<file path="src/rtl/dbn_pkg.sv">
package dbn_pkg;

    typedef enum logic [1:0] {
        SRC_OFF  = 2'd0,
        SRC_SLOW = 2'd1,
        SRC_FAST = 2'd2
    } win_src_e;

    typedef struct packed {
        win_src_e   src;
        logic [1:0] step;
    } win_sel_t;

    function automatic win_sel_t decode_code(input logic [2:0] code);
        win_sel_t s;
        case (code)
            3'b001:  s = '{src: SRC_SLOW, step: 2'd0};
            3'b010:  s = '{src: SRC_SLOW, step: 2'd1};
            3'b011:  s = '{src: SRC_SLOW, step: 2'd2};
            3'b100:  s = '{src: SRC_SLOW, step: 2'd3};
            3'b101:  s = '{src: SRC_FAST, step: 2'd0};
            3'b110:  s = '{src: SRC_FAST, step: 2'd1};
            3'b111:  s = '{src: SRC_FAST, step: 2'd2};
            default: s = '{src: SRC_OFF,  step: 2'd0};
        endcase
        return s;
    endfunction

    function automatic int unsigned max_u(input int unsigned a, input int unsigned b);
        return (a > b) ? a : b;
    endfunction

endpackage

</file>
<file path="src/rtl/dbn_window_timer.sv">
module dbn_window_timer
    import dbn_pkg::*;
#(
    parameter int unsigned SLOW_DIV0 = 128,
    parameter int unsigned SLOW_DIV1 = 512,
    parameter int unsigned SLOW_DIV2 = 2048,
    parameter int unsigned SLOW_DIV3 = 4096,
    parameter int unsigned FAST_DIV0 = 1,
    parameter int unsigned FAST_DIV1 = 2,
    parameter int unsigned FAST_DIV2 = 4,
    parameter int unsigned CNT_W     = 13
) (
    input  logic     clk,
    input  logic     rst,
    input  logic     slow_stb,
    input  logic     fast_stb,
    input  win_sel_t sel,
    input  logic     restart,
    output logic     tick
);

    logic [CNT_W-1:0] limit;
    logic [CNT_W-1:0] cnt_q;
    logic             strobe;
    logic             tick_q;

    always_comb begin
        limit = CNT_W'(1);
        case (sel.src)
            SRC_SLOW: begin
                case (sel.step)
                    2'd0:    limit = CNT_W'(SLOW_DIV0);
                    2'd1:    limit = CNT_W'(SLOW_DIV1);
                    2'd2:    limit = CNT_W'(SLOW_DIV2);
                    default: limit = CNT_W'(SLOW_DIV3);
                endcase
            end
            SRC_FAST: begin
                case (sel.step)
                    2'd0:    limit = CNT_W'(FAST_DIV0);
                    2'd1:    limit = CNT_W'(FAST_DIV1);
                    default: limit = CNT_W'(FAST_DIV2);
                endcase
            end
            default: limit = CNT_W'(1);
        endcase
    end

    always_comb begin
        case (sel.src)
            SRC_SLOW: strobe = slow_stb;
            SRC_FAST: strobe = fast_stb;
            default:  strobe = 1'b0;
        endcase
    end

    always_ff @(posedge clk) begin
        if (rst || restart) begin
            cnt_q  <= '0;
            tick_q <= 1'b0;
        end else begin
            tick_q <= 1'b0;
            if (strobe) begin
                if (cnt_q == limit - CNT_W'(1)) begin
                    cnt_q  <= '0;
                    tick_q <= 1'b1;
                end else begin
                    cnt_q <= cnt_q + CNT_W'(1);
                end
            end
        end
    end

    assign tick = tick_q;

    // without a selected strobe the window does not advance
    a_r10_idle_hold: assert property (@(posedge clk) disable iff (rst)
        (!restart && !strobe) |=> (cnt_q == $past(cnt_q) && !tick_q));

    // a code change clears the count and suppresses the tick
    a_r8_restart_clears: assert property (@(posedge clk) disable iff (rst)
        restart |=> (cnt_q == '0 && !tick_q));

    // the count stays inside the selected window
    a_r4_cnt_in_window: assert property (@(posedge clk) disable iff (rst)
        (!restart && sel.src != SRC_OFF) |-> (cnt_q < limit));

endmodule

</file>
<file path="src/rtl/dbn_sample_stage.sv">
module dbn_sample_stage #(
    parameter int unsigned W = 4
) (
    input  logic         clk,
    input  logic         rst,
    input  logic [W-1:0] pins,
    input  logic         tick,
    input  logic         restart,
    input  logic         bypass,
    output logic [W-1:0] held
);

    logic [W-1:0] prev_q;
    logic [W-1:0] held_q;
    logic         primed_q;
    logic [W-1:0] agree;
    logic [W-1:0] next_held;

    for (genvar b = 0; b < W; b++) begin : g_bit
        assign agree[b]     = ~(pins[b] ^ prev_q[b]);
        assign next_held[b] = agree[b] ? pins[b] : held_q[b];
    end

    always_ff @(posedge clk) begin
        if (rst) begin
            prev_q   <= '0;
            held_q   <= '0;
            primed_q <= 1'b0;
        end else if (bypass) begin
            prev_q   <= pins;
            held_q   <= pins;
            primed_q <= 1'b0;
        end else if (restart) begin
            primed_q <= 1'b0;
        end else if (tick) begin
            prev_q   <= pins;
            primed_q <= 1'b1;
            if (primed_q) begin
                held_q <= next_held;
            end
        end
    end

    assign held = held_q;

    // filtered level holds between ticks and on a discarded tick
    a_r7_hold_between_ticks: assert property (@(posedge clk) disable iff (rst)
        (!bypass && (!tick || restart)) |=> (held_q == $past(held_q)));

    // the first tick after a restart only captures a reference sample
    a_r8_first_tick_primes: assert property (@(posedge clk) disable iff (rst)
        (!bypass && !restart && tick && !primed_q) |=> (held_q == $past(held_q) && primed_q));

    // a sample that matches its predecessor is taken
    a_r6_agree_taken: assert property (@(posedge clk) disable iff (rst)
        (!bypass && !restart && tick && primed_q && pins == prev_q) |=> (held_q == $past(pins)));

endmodule

</file>
<file path="src/rtl/dbn_nibble.sv">
module dbn_nibble
    import dbn_pkg::*;
#(
    parameter int unsigned W         = 4,
    parameter int unsigned SLOW_DIV0 = 128,
    parameter int unsigned SLOW_DIV1 = 512,
    parameter int unsigned SLOW_DIV2 = 2048,
    parameter int unsigned SLOW_DIV3 = 4096,
    parameter int unsigned FAST_DIV0 = 1,
    parameter int unsigned FAST_DIV1 = 2,
    parameter int unsigned FAST_DIV2 = 4,
    parameter int unsigned CNT_W     = 13
) (
    input  logic         clk,
    input  logic         rst,
    input  logic         slow_stb,
    input  logic         fast_stb,
    input  logic [2:0]   code,
    input  logic [W-1:0] pins,
    output logic [W-1:0] filt
);

    logic [2:0]   code_q;
    logic         restart;
    win_sel_t     sel;
    logic         bypass;
    logic         tick;
    logic [W-1:0] held;

    always_ff @(posedge clk) begin
        if (rst) begin
            code_q <= 3'b000;
        end else begin
            code_q <= code;
        end
    end

    assign restart = (code != code_q);
    assign sel     = decode_code(code);
    assign bypass  = (sel.src == SRC_OFF);

    dbn_window_timer #(
        .SLOW_DIV0 (SLOW_DIV0),
        .SLOW_DIV1 (SLOW_DIV1),
        .SLOW_DIV2 (SLOW_DIV2),
        .SLOW_DIV3 (SLOW_DIV3),
        .FAST_DIV0 (FAST_DIV0),
        .FAST_DIV1 (FAST_DIV1),
        .FAST_DIV2 (FAST_DIV2),
        .CNT_W     (CNT_W)
    ) timer_i (
        .clk      (clk),
        .rst      (rst),
        .slow_stb (slow_stb),
        .fast_stb (fast_stb),
        .sel      (sel),
        .restart  (restart),
        .tick     (tick)
    );

    dbn_sample_stage #(
        .W (W)
    ) stage_i (
        .clk     (clk),
        .rst     (rst),
        .pins    (pins),
        .tick    (tick),
        .restart (restart),
        .bypass  (bypass),
        .held    (held)
    );

    assign filt = bypass ? pins : held;

    // the off code passes the pins straight through
    a_r2_bypass_through: assert property (@(posedge clk) disable iff (rst)
        (code == 3'b000) |-> (filt == pins));

endmodule

</file>
<file path="src/rtl/dual_nibble_debounce.sv">
module dual_nibble_debounce
    import dbn_pkg::*;
#(
    parameter int unsigned GROUPS    = 2,
    parameter int unsigned GROUP_W   = 4,
    parameter int unsigned SLOW_DIV0 = 128,
    parameter int unsigned SLOW_DIV1 = 512,
    parameter int unsigned SLOW_DIV2 = 2048,
    parameter int unsigned SLOW_DIV3 = 4096,
    parameter int unsigned FAST_DIV0 = 1,
    parameter int unsigned FAST_DIV1 = 2,
    parameter int unsigned FAST_DIV2 = 4,
    localparam int unsigned PINS     = GROUPS * GROUP_W,
    localparam int unsigned CODE_W   = GROUPS * 3
) (
    input  logic              clk,
    input  logic              rst,
    input  logic              slow_stb,
    input  logic              fast_stb,
    input  logic [CODE_W-1:0] win_code,
    input  logic [PINS-1:0]   pin_raw,
    output logic [PINS-1:0]   pin_clean
);

    localparam int unsigned MAX_DIV = max_u(max_u(max_u(SLOW_DIV0, SLOW_DIV1),
                                                  max_u(SLOW_DIV2, SLOW_DIV3)),
                                            max_u(max_u(FAST_DIV0, FAST_DIV1), FAST_DIV2));
    localparam int unsigned CNT_W   = $clog2(MAX_DIV + 1);

    for (genvar g = 0; g < GROUPS; g++) begin : g_grp
        dbn_nibble #(
            .W         (GROUP_W),
            .SLOW_DIV0 (SLOW_DIV0),
            .SLOW_DIV1 (SLOW_DIV1),
            .SLOW_DIV2 (SLOW_DIV2),
            .SLOW_DIV3 (SLOW_DIV3),
            .FAST_DIV0 (FAST_DIV0),
            .FAST_DIV1 (FAST_DIV1),
            .FAST_DIV2 (FAST_DIV2),
            .CNT_W     (CNT_W)
        ) grp_i (
            .clk      (clk),
            .rst      (rst),
            .slow_stb (slow_stb),
            .fast_stb (fast_stb),
            .code     (win_code[g*3 +: 3]),
            .pins     (pin_raw[g*GROUP_W +: GROUP_W]),
            .filt     (pin_clean[g*GROUP_W +: GROUP_W])
        );
    end

endmodule

</file>
<file path="config.mk">
export PLATFORM = sky130hd
export DESIGN_NAME = dual_nibble_debounce
export DESIGN_NICKNAME = d
export VERILOG_FILES = /design/src/rtl/dbn_pkg.sv /design/src/rtl/dbn_window_timer.sv /design/src/rtl/dbn_sample_stage.sv /design/src/rtl/dbn_nibble.sv /design/src/rtl/dual_nibble_debounce.sv
export SDC_FILE = /design/constraint.sdc
export NUM_CORES = 1
export LEC_CHECK = 0
export BUFFER_PORTS_ARGS = -buffer_cell sky130_fd_sc_hd__buf_2
export CAP_MARGIN = 20
export CORE_MARGIN = 2
export CORE_UTILIZATION = 45
export CTS_BUF_LIST = sky130_fd_sc_hd__clkbuf_2
export DETAILED_ROUTE_END_ITERATION = 8
export SKIP_CTS_REPAIR_TIMING = 1
export SLEW_MARGIN = 20
export SYNTH_ARGS = -nofsm -noshare
export SYNTH_HDL_FRONTEND = slang
export SYNTH_HIERARCHICAL = 1
export SYNTH_SLANG_ARGS = --single-unit
</file>
<file path="constraint.sdc">
create_clock -name clk -period 3.35 [get_ports clk]
set_clock_uncertainty 0.15 [all_clocks]
set_input_delay 0 -clock clk [delete_from_list [all_inputs] [get_ports clk]]
set_output_delay 0 -clock clk [all_outputs]
set_load 0.02 [all_outputs]
</file>
==> tab_implementation.tex <==
\begin{tabular}{lr}
\hline
Metric & Value \\
\hline
\multicolumn{2}{l}{\textbf{Status}} \\
\quad Result of the run & finished clean \\
\multicolumn{2}{l}{\textbf{Detailed routing}} \\
\quad Wire length per cell & 12.6 µm \\
\quad Number of vias after detailed routing & 2,683 \\
\quad Vias per inst & 5.13 \\
\quad Final WL & 6600 µm \\
\quad 1st-pass router iterations & 5 \\
\quad DRC violation count after routing & 0 \\
\quad Antenna-violating nets left & 0 \\
\quad Initial DRC Count & 88 \\
\multicolumn{2}{l}{\textbf{Power}} \\
\quad Portion of total power attributed to sequential cells & 0.519 \\
\quad Pint & 0.879 mW \\
\quad VDD IR-drop max & 0.000189 V \\
\quad Part of the total power dissipated in combinational logic & 0.213 \\
\quad Static Leak & 1.39 nW \\
\quad Pwr Total & 1.23 mW \\
\quad Switching power total & 0.350 mW \\
\quad Clk pwr share & 0.268 \\
\quad Net Sw Frac & 0.285 \\
\quad Pwr Density & 323 nW/µm² \\
\multicolumn{2}{l}{\textbf{Timing}} \\
\quad Max frequency & 341 MHz \\
\quad Minimum clock period & 2940 ps \\
\quad Setup repair after global routing missed its margin & no \\
\quad Tightest Pin Transition & 642 ps \\
\quad Final count of pins violating max slew & 0 \\
\quad Number of hold violations in the final report & 0 \\
\quad Final sum of negative setup slack & 0 ps \\
\quad Slew Limit Headroom & 0.572 \\
\quad Final setup violation count & 0 \\
\quad Ratio of final minimum period to clock period & 0.876 \\
\multicolumn{2}{l}{\textbf{Floorplanning}} \\
\quad Vertical extent of the die & 88.7 µm \\
\quad Starting Density & 0.470 \\
\quad Number of placement rows & 30 \\
\quad Die width & 88.7 µm \\
\quad Die Area & 7860 µm² \\
\quad Placeable core region & 6870 µm² \\
\quad \# IOs & 26 \\
\multicolumn{2}{l}{\textbf{CTS}} \\
\quad Worst-path clk slew & 290 ps \\
\quad CTS buffer count & 5 \\
\quad Clock root buffer & clkbuf\_2 \\
\quad Total number of clock tree sinks & 52 \\
\quad TritonCTS clock tree & yes \\
\quad Clock Tree Buf Depth & 2 \\
\quad Clock latency of the later-clocked register in the worst-skew pair & 450 ps \\
\quad H-tree Lvls & 2 \\
\multicolumn{2}{l}{\textbf{Worst setup path}} \\
\quad Worst Path Max Fanout & 7 \\
\quad Startpoint type of the worst setup path & primary input \\
\quad Critical path class & in2reg \\
\quad Sort of element at the end of the critical path & flip-flop \\
\quad Signal arrival time at the worst endpoint & 3170 ps \\
\quad Required @ worst endpoint & 3580 ps \\
\multicolumn{2}{l}{\textbf{Yosys}} \\
\quad EDFF count, synth & 0 \\
\quad Top\_reg\_cell synth & dfxtp\_1 \\
\quad Commonest cells post-synth & dfxtp\_1, nor2\_1, xor2\_1 \\
\quad Post-synthesis area per instance & 8.77 µm² \\
\quad Net count after synthesis & 398 \\
\quad Dominant cells by area after synthesis & dfxtp\_1, xor2\_1, nor2\_1 \\
\quad Register area share after synthesis & 0.323 \\
\quad Library cell with the highest instance count after synthesis & dfxtp\_1 \\
\quad Number of warnings reported in the yosys synthesis log & 6 \\
\quad Synthesized instance count & 368 \\
\quad Number of distinct standard cells referenced by the synthesized netlist & 41 \\
\quad Count of state elements after synthesis & 52 \\
\quad Top-area cell type share of the netlist area & 0.323 \\
\quad Leading area contributor after synthesis & dfxtp\_1 \\
\quad Asr flop ratio synth & 0 \\
\quad Mapped cell area & 3230 µm² \\
\multicolumn{2}{l}{\textbf{Global route}} \\
\quad Overflow left after global routing & 0 \\
\quad Via count of the first global-routing pass & 2,408 \\
\quad Global routing met1 resource utilization & 0.220 \\
\quad GRT Max-Usage Layer & met2 \\
\quad Met3 Usage GRT & 0.0289 \\
\quad GR Layer Usage met2 & 0.285 \\
\quad Wire length of the first global-routing pass & 10,600 µm \\
\quad Initial antenna violation count & 0 \\
\quad Global-route total usage across every layer & 0.168 \\
\quad Pin count of the biggest net entering global routing & 37 \\
\multicolumn{2}{l}{\textbf{Finish}} \\
\quad Fraction of layout cells with a size suffix above 1 & 0.185 \\
\quad Total number of nets in the final design & 456 \\
\quad Fill cell count & 662 \\
\quad Final Util & 0.554 \\
\quad Antenna Diode Count & 0 \\
\quad Area growth from synthesis to final layout & 17.9\% \\
\multicolumn{2}{l}{\textbf{Run}} \\
\quad Number of max-cap violations & 0 \\
\multicolumn{2}{l}{\textbf{Hold path}} \\
\quad Worst hold path class & in2reg \\
\multicolumn{2}{l}{\textbf{Placement}} \\
\quad Final HPWL DP & 4550 µm \\
\quad Final estimated routing congestion in global placement & 0.805 \\
\quad Number of buffers added on ports & 25 \\
\hline
\end{tabular}
## layer usage
metal / wire length, µm / up-vias
li1: - / 1415
met1: 3300 / 1229
met2: 3070 / 32
met3: 163 / 7
met4: 78 / 0
met5: 0 / -
## critical path: stages
cell           delay [ps]
dlygate4sd3_1         550
buf_2                 180
o21a_1                220
nor2_1                190
inv_1                  70
ha_1                  300
nor2_1                150
nand3b_1              100
ha_1                  300
xnor2_1               140
nor4_2                190
nand4_1               120
or4_1                 550
nor3_2                110
## kinds of logic after synthesis
group	Yosys count	synth area share
XOR/XNOR	44	0.119
AND/OR/NAND/NOR	152	0.264
AO/OA/AOI/OAI	64	0.123
multiplexers	20	0.0776
flip-flops	52	0.323
buffers and inverters	24	0.0473
adder cells (fa/ha/maj)	12	0.0465
## power groups by stage
| stage | Combinational (mW) | Clock [mW] | Sequential, mW |
|---|---|---|---|
| 2_1_floorplan | 0.182 | 0 | 0.647 |
| 3_3_place_gp | 0.230 | 0 | 0.649 |
| 3_5_place_dp | 0.235 | 0 | 0.649 |
| 4_1_cts | 0.236 | 0.351 | 0.639 |
| 5_1_grt | 0.292 | 0.372 | 0.640 |
| 6_report | 0.262 | 0.329 | 0.638 |
## cell type report
class | instances | area (µm²) | area share
clock buffers | 5 | 25.0 | 0.00658
clock inverters | 3 | 42.5 | 0.0112
inverters | 10 | 37.5 | 0.00987
multi-input cells | 292 | 2030 | 0.534
flip-flops and latches | 52 | 1040 | 0.274
well taps | 96 | 120 | 0.0316
repair buffers | 65 | 505 | 0.133
## worst paths after layout
path	slack, ps	to	start	depth (start not counted)
worst max-delay path	410	g_grp[1].grp_i/timer_i/tick	win_code[3]	14
worst min-delay path	250	g_grp[0].grp_i/stage_i/held[0]	pin_raw[0]	4
worst max register to register	1240	g_grp[0].grp_i/stage_i/prev_q[0]	g_grp[0].grp_i/code_q[0]	6
worst min register to register	350	g_grp[1].grp_i/stage_i/held[1]	g_grp[1].grp_i/stage_i/prev_q[1]	2
## registers in the layout, indices dropped and copies added (netlist names)
| register | cells |
|---|---|
| g_grp.grp_i/code_q | 6 |
| g_grp.grp_i/stage_i/held | 8 |
| g_grp.grp_i/stage_i/prev_q | 8 |
| g_grp.grp_i/stage_i/primed_q | 2 |
| g_grp.grp_i/timer_i/cnt_q | 26 |
| g_grp.grp_i/timer_i/tick | 2 |
## stage by stage
step / area (µm²) / hold slack (ps) / worst slack, ps / instances
final: 3800 / 255 / 414 / 523
after global routing: 3800 / 261 / 252 / 523
after CTS: 3480 / -386 / 1010 / 491
after detailed placement: 3420 / 164 / 514 / 483
after global placement: 3420 / 156 / 604 / 483
after floorplan: 3230 / -79.1 / 704 / 368
## placed cells by master (no fill, tap or decap), types with 10 or more instances in the layout
cell type	n
nand2_1	16
xnor2_1	20
o21ai_0	18
xor2_1	24
dfxtp_1	52
ha_1	12
a22oi_1	10
dlygate4sd3_1	32
a21oi_1	14
inv_1	10
nand4_1	10
buf_2	25
nor2_1	48
nand3_1	22
Power figures use the tool's default switching activity.
